===== config.mk =====
export PLATFORM = sky130hd
export DESIGN_NAME = tick_timer_regs
export DESIGN_NICKNAME = d
export VERILOG_FILES = /design/src/rtl/tick_timer_regs.sv
export SDC_FILE = /design/constraint.sdc
export NUM_CORES = 1
export LEC_CHECK = 0
export BUFFER_PORTS_ARGS = -buffer_cell sky130_fd_sc_hd__buf_2
export CORE_AREA = 2 2 89 91
export DETAILED_ROUTE_END_ITERATION = 16
export DIE_AREA = 0 0 91 93
export PLACE_DENSITY = 0.63
export SYNTH_ARGS = -nofsm -noshare
export SYNTH_HDL_FRONTEND = slang
export SYNTH_SLANG_ARGS = --single-unit

===== constraint.sdc =====
create_clock -name clk -period 2.4 [get_ports clk]
set_input_delay 0.48 -clock clk [delete_from_list [all_inputs] [get_ports clk]]
set_output_delay 0.48 -clock clk [all_outputs]
set_load 0.02 [all_outputs]

===== src/rtl/tick_timer_regs.sv =====
module tick_timer_regs #(
  parameter int CNT_W  = 16,
  parameter int LVL_W  = 8,
  parameter int ADDR_W = 4,
  parameter int DATA_W = 32
) (
  input  logic              clk,
  input  logic              rst_n,
  input  logic              bus_wr,
  input  logic [ADDR_W-1:0] bus_addr,
  input  logic [DATA_W-1:0] bus_wdata,
  output logic [DATA_W-1:0] bus_rdata,
  input  logic              tick,
  input  logic              freeze_in,
  output logic              irq,
  output logic [LVL_W-1:0]  irq_level
);
  localparam int HALF   = DATA_W / 2;
  localparam int ST_BIT = HALF + 7;
  localparam int IE_BIT = HALF + 2;
  localparam int FZ_BIT = HALF + 1;
  localparam int EN_BIT = HALF;

  logic [LVL_W-1:0] lvl_q;
  logic             st_q, ie_q, fz_q, en_q;
  logic [CNT_W-1:0] mod_q, cnt_q;

  wire [1:0] word     = bus_addr[3:2];
  wire       ctrl_wr  = bus_wr && word == 2'd0;
  wire       mod_wr   = bus_wr && word == 2'd1;
  wire       start    = ctrl_wr && bus_wdata[EN_BIT] && !en_q;
  wire       run      = en_q && tick && !(fz_q && freeze_in);
  wire       expire   = run && cnt_q == '0;
  wire       clr_req  = ctrl_wr && bus_wdata[ST_BIT];

  always_ff @(posedge clk) begin
    if (!rst_n) begin
      lvl_q <= '0;
      st_q  <= 1'b0;
      ie_q  <= 1'b0;
      fz_q  <= 1'b0;
      en_q  <= 1'b0;
    end else begin
      if (ctrl_wr) begin
        lvl_q <= bus_wdata[DATA_W-1 -: LVL_W];
        ie_q  <= bus_wdata[IE_BIT];
        fz_q  <= bus_wdata[FZ_BIT];
        en_q  <= bus_wdata[EN_BIT];
      end
      if (expire)       st_q <= 1'b1;
      else if (clr_req) st_q <= 1'b0;
    end
  end

  always_ff @(posedge clk) begin
    if (!rst_n)      mod_q <= '0;
    else if (mod_wr) mod_q <= bus_wdata[DATA_W-1 -: CNT_W];
  end

  always_ff @(posedge clk) begin
    if (!rst_n)      cnt_q <= '0;
    else if (start)  cnt_q <= mod_q;
    else if (expire) cnt_q <= mod_q;
    else if (run)    cnt_q <= cnt_q - 1'b1;
  end

  wire [HALF-1:0] ctrl_img = {lvl_q, st_q, 4'b0000, ie_q, fz_q, en_q};

  always_comb begin
    case (word)
      2'd0:    bus_rdata = {ctrl_img, {HALF{1'b0}}};
      2'd1:    bus_rdata = {mod_q, {HALF{1'b0}}};
      2'd2:    bus_rdata = {cnt_q, {HALF{1'b0}}};
      default: bus_rdata = '0;
    endcase
  end

  assign irq       = st_q & ie_q;
  assign irq_level = lvl_q;


  idle_hold_chk: assert property (@(posedge clk) disable iff (!rst_n)
    (!en_q && !ctrl_wr) |=> $stable(cnt_q));


  freeze_hold_chk: assert property (@(posedge clk) disable iff (!rst_n)
    (en_q && fz_q && freeze_in) |=> $stable(cnt_q));


  step_down_chk: assert property (@(posedge clk) disable iff (!rst_n)
    (run && cnt_q != '0) |=> cnt_q == $past(cnt_q) - 1'b1);


  reload_chk: assert property (@(posedge clk) disable iff (!rst_n)
    expire |=> (st_q && cnt_q == $past(mod_q)));


  clear_chk: assert property (@(posedge clk) disable iff (!rst_n)
    (clr_req && !expire) |=> !st_q);


  start_load_chk: assert property (@(posedge clk) disable iff (!rst_n)
    start |=> (en_q && cnt_q == $past(mod_q)));
endmodule


-- Yosys cells after proc, flatten, opt, wreduce, memory -nomap -nowiden
Index checks and enable logic that the tools add are counted.
Widths: inputs -> output; s select.
- shift-type cells: 0
- add/subtract/negate cells: 1
- reductions and logical operators: 15
- mux-type cells: 6
- magnitude comparators: 0
- divide/modulo/power cells: 0
- $mul: 0
- bitwise gates (word level): 1
- eq/ne operators: 2
- operators with widths (operator ; count):
    $pmux 32 s3 ; 1
    $mux 16 ; 3
    $logic_not 16->1 ; 1
    $sub 16x1->16 const B ; 1
    $logic_and 1x1->1 ; 9
    $reduce_bool 3->1 ; 1
    $eq 2x1->1 const B ; 1
    $eq 2x2->1 const B ; 1
    $logic_not 1->1 ; 2
    $logic_not 2->1 ; 1
    $mux 1 ; 2
    $reduce_bool 2->1 ; 1
    $and 1x1->1 ; 1
- latch bits: 0
- memories: 0
- output and inout bits: 41
- memory bits (read-only): 0
- flip-flop bits (word level): 44
- logic and storage cells: 32
- memory bits (writable): 0

-- Depth between registers and ports, before layout
Gate-level depths: netlist (run 1).
- depth after elaboration: 6
- depth in mapped cells: 8
- depth with buffers taken out: 7

-- Least setup slack after synthesis (run 1)
No wires, ideal clock.
- kind: input to output
- start: input bus_addr[3]
- end: output bus_rdata[16]
- data arrival time: 1811 ps
- data required time: 1920 ps
- path buffers: 2
- cell stages on the path: 4
- path slack: 109 ps
- path through: clkbuf_1 -> buf_1 -> mux2i_1 -> o21ai_0
- word-level cells in the longest chain between the ends: 2
- RTL lines (element ; RTL line ; source):
    from (decl) ; 10 ; input logic [ADDR_W-1:0] bus_addr,
    $eq 2x2->1 (tied with other cells) ; 70 ; case (word)
    $pmux 32 s3 * ; 70 ;
    to (decl) ; 12 ; output logic [DATA_W-1:0] bus_rdata,
Mark *: on every way between the ends. The rest lies on a longest branch, timed or not.

-- Worst setup path after layout (run 1)
- start: input bus_addr[2]
- end: output bus_rdata[30]
The elaborated chain is that of the path after synthesis.

==> metrics list, run 1 <==
- The most numerous cell type found on the critical path is sky130_fd_sc_hd__buf_2.
* Register area share after synthesis: 37.8%
- Number of routed nets with antenna violations: 0
- Detailed-route vias per instance: 4.75
- Detailed Place HPWL: 4.54 mm
- The startpoint identified for the worst hold timing path is bus_wdata[17].
- The die is 91 um wide.
- Synthesis produced a netlist whose cell count is 299.
- The final count of hold timing violations came to 0.
- Buffers inserted during clock tree synthesis total 5.
* Area after DPL: 2610 um^2
* Sort of element at the start of the critical path: input port
- Post-route clock period utilization: 85.3%
- The worst setup path is captured at an output pin.
- Number of post-CTS setup repair buffers: 0
* Fraction of layout cells with a size suffix above 1: 21.5%
- Worst hold slack after final layout: 0.429 ns
- Power per cell area: 568 nW/um^2
* DR pass1 iterations: 4
* Via count: 2117
- Vias in the first global route: 2026
- Average size of a mapped cell: 7.78 um^2
- Clock-pin slew was measured on the worst setup and hold paths at 0.09 ns.
* Count of synthesis-stage warnings from yosys: 0
- Once layout is complete, the utilization of the core stands at 36.0%.
- Setup repair after global routing left no endpoint under its margin.
* Post-layout minimum cycle time: 2.05 ns
- Data required time at the worst endpoint: 1.92 ns
- TritonCTS built the clock tree.
- Routed WL per cell: 13.3 um
* Worst Skew: 0.0120 ns
- Most frequent cells in the layout: sky130_fd_sc_hd__nand2_1 (75), sky130_fd_sc_hd__buf_2 (47), sky130_fd_sc_hd__dfxtp_1 (44)
- Number of buffers between clock root and the deepest sink: 2
* Die area: 8460 um^2
* CTS H-tree depth: 2
- Leaving out filler cells and counting taps, the final layout contains 446.
- Worst hold path type: in2reg
- The clock reaches the later pin of the worst-skew pair after 0.29 ns.
* Die height: 93 um
- Initial Util: 30.9%
* Leak pwr: 1.09 nW
- For this run, asynchronously set or reset flops after synthesis account for 0%.
- Delay-heaviest family, CP: buffers and inverters
- Largest voltage drop on the vdd net: 276 uV
- Yosys cell types: 38
- The signal on the critical path passes through buf_2 > nor2b_1 > buf_4 > nand2_1 > o21ai_0 > buf_2.
- Path type of the worst setup path: in2out
- Leaving out fill and tap cells, the most frequent cell in the layout is sky130_fd_sc_hd__nand2_1.
* Crit-path slowest cell: sky130_fd_sc_hd__buf_2
- The tree built by TritonCTS fans out to 44 sinks.
- Number of enable flip-flop cells after synthesis: 0
- The repair_antennas step left the layout with diodes totalling 0.
* Antenna violations before repair: 0
- After the first detailed-routing iteration, the DRC count stood at 70.
* IO Count: 82
- Data arrives at the worst endpoint at 1.57 ns.
- # setup viols final: 0
- Dominant register cell in the synthesized netlist: sky130_fd_sc_hd__dfxtp_1
* Worst r2r src: cnt_q[0]
* Post-CTS Hold Fix Bufs: 0
* Max FO, Critical Path: 16
- After detailed routing, the number of remaining DRC violations is 0.
- Highest achievable clock rate: 488 MHz
- Mapped cell area: 2330 um^2
- Relative to the synthesized area, the layout overhead comes to 16.3%.
* Total overflow reported by the global router: 0
* Sum of buffers and inverters on the critical path: 3
- In this run, post-CTS repair resized a total of 0 instances.
- Core outline area: 7530 um^2
- Slowest Stage Delay on Critical Path: 0.28 ns
- Count of final max-slew check failures: 0
- The finished cells cover 2710 um^2.
* Aggregate routed wire length: 5.91 mm
- Max-cap violations in this run came to 0.
- Final sum of negative setup slack: 0 ns
- Last weighted congestion value of the routability-driven placer: 0.902
- Inst Count DP: 438
- Global-route wire length before repair: 9.94 mm
* Worst relative slew slack: 61.3%
* Number of synthesized register bits: 44
- Outcome: finished clean
- The final layout contains 385 nets.
- Clock tree root driver cell: sky130_fd_sc_hd__clkbuf_8
* Maximum number of pins on one net before global-route repair: 17
- Global routing used 14.3% of the available tracks.
- Worst-Margin Slew: 0.580 ns
- Cell Rows: 32
- Timing startpoint of the critical path: bus_addr[2]
- In this run the tool buffered the top-level ports with 47 buffer cells.
-- power breakdown --
group / switching [W] / leakage (nW) / internal, W
Sequential: 0.0000353 / 0.358 / 0.000760
Clock: 0.000250 / 0.0445 / 0.000234
Combinational: 0.000164 / 0.692 / 0.0000959
-- metrics by stage --
| stage | power (W) | setup slack (ns) |
|---|---|---|
| finish | 0.00154 | 0.352 |
| global route | 0.00162 | 0.238 |
| CTS | 0.00155 | 0.366 |
| detailed placement | 0.00107 | 0.340 |
| global placement | 0.00107 | 0.372 |
| floorplan | 0.00101 | 0.109 |
-- registers in the layout (all words and copies together) (netlist names) --
signal	cells
mod_q	16
irq_level	8
fz_q	1
en_q	1
cnt_q	16
st_q	1
ie_q	1
-- cell families (layout without fill, tap and decap cells) --
logic type	Yosys count	in the layout	share of synthesized area, %
other	1	16	0.161
AOI/OAI and AO/OA	71	71	17.9
xor gates and xnor gates	15	15	5.64
and+or+nand+nor	117	117	23.2
buffers and inverters	37	67	9.09
muxes	13	13	5.59
DFF	44	44	37.8
adders and majority gates	1	1	0.538
-- path summary, 6_finish.rpt --
check,endpoint,cells after the start,slack [ns]
max reg2reg,cnt_q[5],8,0.42
min,fz_q,3,0.43
min reg2reg,irq_level[7],2,0.47
max,bus_rdata[30],6,0.35
-- synthesized netlist by cell type (3+ instances only) --
master | number | share of area (%)
sky130_fd_sc_hd__clkbuf_1 | 10 | 1.6
sky130_fd_sc_hd__o21ai_1 | 10 | 2.2
sky130_fd_sc_hd__nor4_1 | 5 | 1.3
sky130_fd_sc_hd__nor2_1 | 12 | 1.9
sky130_fd_sc_hd__nand4_1 | 3 | 0.81
sky130_fd_sc_hd__a22o_1 | 4 | 1.5
sky130_fd_sc_hd__nand3_1 | 3 | 0.64
sky130_fd_sc_hd__nand2_1 | 75 | 12
sky130_fd_sc_hd__mux2i_1 | 13 | 5.6
sky130_fd_sc_hd__buf_4 | 16 | 5.2
sky130_fd_sc_hd__nor2b_1 | 3 | 0.81
sky130_fd_sc_hd__o21ai_0 | 12 | 2.6
sky130_fd_sc_hd__a211oi_2 | 5 | 2.7
sky130_fd_sc_hd__buf_2 | 4 | 0.86
sky130_fd_sc_hd__buf_1 | 3 | 0.48
sky130_fd_sc_hd__dfxtp_1 | 44 | 38
sky130_fd_sc_hd__a21oi_1 | 38 | 8.2
sky130_fd_sc_hd__xnor2_1 | 11 | 4.1
sky130_fd_sc_hd__xor2_1 | 4 | 1.5
-- area by class of cell --
type	count	area, um^2
Clock buffer	7	86.3
Clock inverter	1	7.51
Fill cell	824	4820
Inverter	3	11.3
Multi-Input combinational cell	233	1290
Sequential cell	44	881
Tap cell	102	128
Timing Repair Buffer	56	303
-- per-layer routing --
layer / vias to the layer above / part of all wire [%] / global-route usage [%]
li1: 1073 / - / -
met1: 992 / 48 / 19.1
met2: 47 / 49 / 24.2
met3: 5 / 3.0 / 2.10
met4: 0 / 0.83 / 3.54
met5: - / 0 / 0
-- worst min-delay path: cells and delay by family --
| family | cells | cell delay, ns |
|---|---|---|
| AO/OA/AOI/OAI | 1 | 0.05 |
| AND/OR/NAND/NOR | 1 | 0.05 |
| buffers and inverters | 1 | 0.11 |
Note: power is estimated with default switching activity, not from simulation.
==> run 2: changes to the inputs <==
==> constraint.sdc (replaced) <==
create_clock -name clk -period 2.4 [get_ports clk]
set_input_delay 0 -clock clk [delete_from_list [all_inputs] [get_ports clk]]
set_output_delay 0 -clock clk [all_outputs]
set_load 0.02 [all_outputs]
==> run 2 against run 1 <==
Count of clock-buffer cells in the layout shrank 2. Total power grew 6.2%. Critical path depth grew 2. Cell area grew 5.5%. Critical path type is now reg2reg. Critical endpoint is now cnt_q[11]. Highest routed layer unchanged.
==> metrics list, run 2 (synthesized netlist as in run 1, its figures left out) <==
- Pint: 0.00118 W
* Worst-Margin Slew: 0.599 ns
* Violation count after the first detailed-route iteration: 85
- The total area inside the core boundary comes to 7530 um^2.
* Worst relative slew slack: 60.1%
- The critical path in this run is classified as reg2reg.
* Largest voltage drop on the vdd net: 363 uV
* Total net switching power: 0.000457 W
- Die extent in x: 91 um
* Number of post-CTS setup repair buffers: 0
* Cell Rows: 32
* Highest achievable clock rate: 484 MHz
- Relative contribution of sequential cells to total power: 48.7%
- For this run the aggregate overflow at the end of global routing stands at 0.
- Setup violations remaining at the end of the flow were counted as 0.
- Clock-pin slew was measured on the worst setup and hold paths at 0.09 ns.
- Aggregate routed wire length: 5.87 mm
* Initial Util: 30.9%
- Hold Violations, Final: 0
* Post-layout minimum cycle time: 2.07 ns
- Outcome: finished clean
* Routed WL per cell: 12.8 um
- DR pass1 iterations: 6
- List of cells traversed by the critical path: inv_1 > ha_1 > nor2b_1 > nand2_1 > o41a_1 > buf_4 > o21ai_1 > a21oi_1
- The tightest min-delay check is of the in2reg type.
- GRT Util Overall: 14.0%
- The top cell types in the final layout, fill and taps aside, are sky130_fd_sc_hd__nand2_1 (75), sky130_fd_sc_hd__buf_2 (47), sky130_fd_sc_hd__dfxtp_1 (44).
- In the routed design, unresolved DRC markers number 0.
- Gates resized, CTS repair: 0
* Worst Skew: 0.00709 ns
- The tightest hold path in the finished design has a slack of 0.0588 ns.
- 82 I/O pins were placed.
* Count of final max-slew check failures: 0
- Latest clock arrival within the worst-skew pair: 0.30 ns
* Clock sinks: 44
- The number of antenna violations at the first check in global routing is 0.
* CTS H-tree depth: 2
- Global-route wire length before repair: 9.68 mm
* Die area: 8460 um^2
* Part of the power in the clock network: 34.5%
- STA classifies the critical path startpoint as a flop.
- The die is 93 um tall.
- Using the TritonRoute via totals, the vias-per-cell ratio works out to 4.72.
- The library cell used most frequently in the layout, excluding fill and tap cells, is sky130_fd_sc_hd__nand2_1.
* Leak pwr: 1.15 nW
- Data on the critical path is required at its endpoint by 2.58 ns.
- Via count: 2164
- At the end of routability-driven placement, the weighted congestion stood at 0.889.
- Once detailed placement completed, the half-perimeter wirelength came to 4.32 mm.
- The repair_antennas step left the layout with diodes totalling 0.
* Number of buffers between clock root and the deepest sink: 2
* Sw Share: 28.0%
* Worst slack at placement: 0.357 ns
- TritonCTS built the clock tree.
- In this run the worst path has a maximum fanout of 27.
- Setup repair after global routing left no endpoint under its margin.
- The via count of the first global-routing pass was 1995.
- Relative to the synthesized area, the layout overhead comes to 22.7%.
* Maximum Capacitance Violations: 0
- Cells with a size suffix above 1 make up 19.9% of the layout.
* Final sum of negative setup slack: 0 ns
- Number of routed nets with antenna violations: 0
* Post-route clock period utilization: 86.2%
- The share of total power dissipated in combinational logic is 16.8%.
* Final net count: 397
- The tree is rooted in a sky130_fd_sc_hd__clkbuf_8.
* Non-filler cells in the finished layout: 458
* Maximum number of pins on one net before global-route repair: 28
- Inst Count DP: 434
- In this run the tool buffered the top-level ports with 47 buffer cells.
* Final setup slack of the worst path: 0.332 ns
* Slowest Stage Delay on Critical Path: 0.50 ns
* Number of CTS-inserted buffers: 5
* Category of the worst setup path capture point: flop
* Arr. time, crit path: 2.25 ns
* Crit-path slowest cell: sky130_fd_sc_hd__o41a_1
- Power per cell area: 572 nW/um^2
run 2: worst paths after layout:
check | cells after the start | slack, ns | from | end
worst min register to register | 2 | 0.48 | mod_q[8] | mod_q[8]
worst min-delay path | 3 | 0.06 | rst_n | cnt_q[1]
worst max register to register | 8 | 0.33 | cnt_q[0] | cnt_q[11]
worst max-delay path | 8 | 0.33 | cnt_q[0] | cnt_q[11]
run 2: power by group through the flow:
| stage | registers, W | logic, W | clock network [W] |
|---|---|---|---|
| 6_report | 0.000795 | 0.000275 | 0.000564 |
| 5_1_grt | 0.000800 | 0.000302 | 0.000605 |
| 3_3_place_gp | 0.000811 | 0.000253 | 0 |
| 2_1_floorplan | 0.000808 | 0.000202 | 0 |
| 3_5_place_dp | 0.000812 | 0.000255 | 0 |
| 4_1_cts | 0.000795 | 0.000275 | 0.000575 |
run 2: layer usage:
layer | vias to the layer above | routed length [um] | track usage (%)
met3 | 5 | 168 | 1.93
met4 | 0 | 63 | 3.79
li1 | 1097 | - | -
met1 | 1021 | 2820 | 18.8
met2 | 41 | 2820 | 23.8
met5 | - | 0 | 0
run 2: worst max-delay path: cells and delay by family, from the launching register on:
kind / cells / cell delay [ns]
buf+inv: 2 / 0.35
simple gates: 2 / 0.32
fa+ha+maj: 1 / 0.20
flops: 1 / 0.34
compound gates: 3 / 0.71
run 2: repair_timing:
action,4_1_cts,5_1_grt
setup endpoints to repair,0,0
hold endpoints to repair,27,0
hold buffers,16,0
run 2: metrics by stage:
step / util, % / area, um^2 / power, W
floorplan: - / 2380 / 0.00101
global placement: 34.3 / 2580 / 0.00106
detailed placement: 34.3 / 2580 / 0.00107
CTS: 37.9 / 2860 / 0.00165
global route: 37.9 / 2860 / 0.00171
finish: 37.9 / 2860 / 0.00163
run 2: area by class of cell:
| type | instances | area (um^2) |
|---|---|---|
| timing repair buffer | 68 | 433 |
| clock inverter | 3 | 42.5 |
| sequential | 44 | 881 |
| tap | 102 | 128 |
| inverter | 3 | 11.3 |
| multi-input combinational | 233 | 1290 |
| clock buffer | 5 | 68.8 |
| fill | 821 | 4670 |
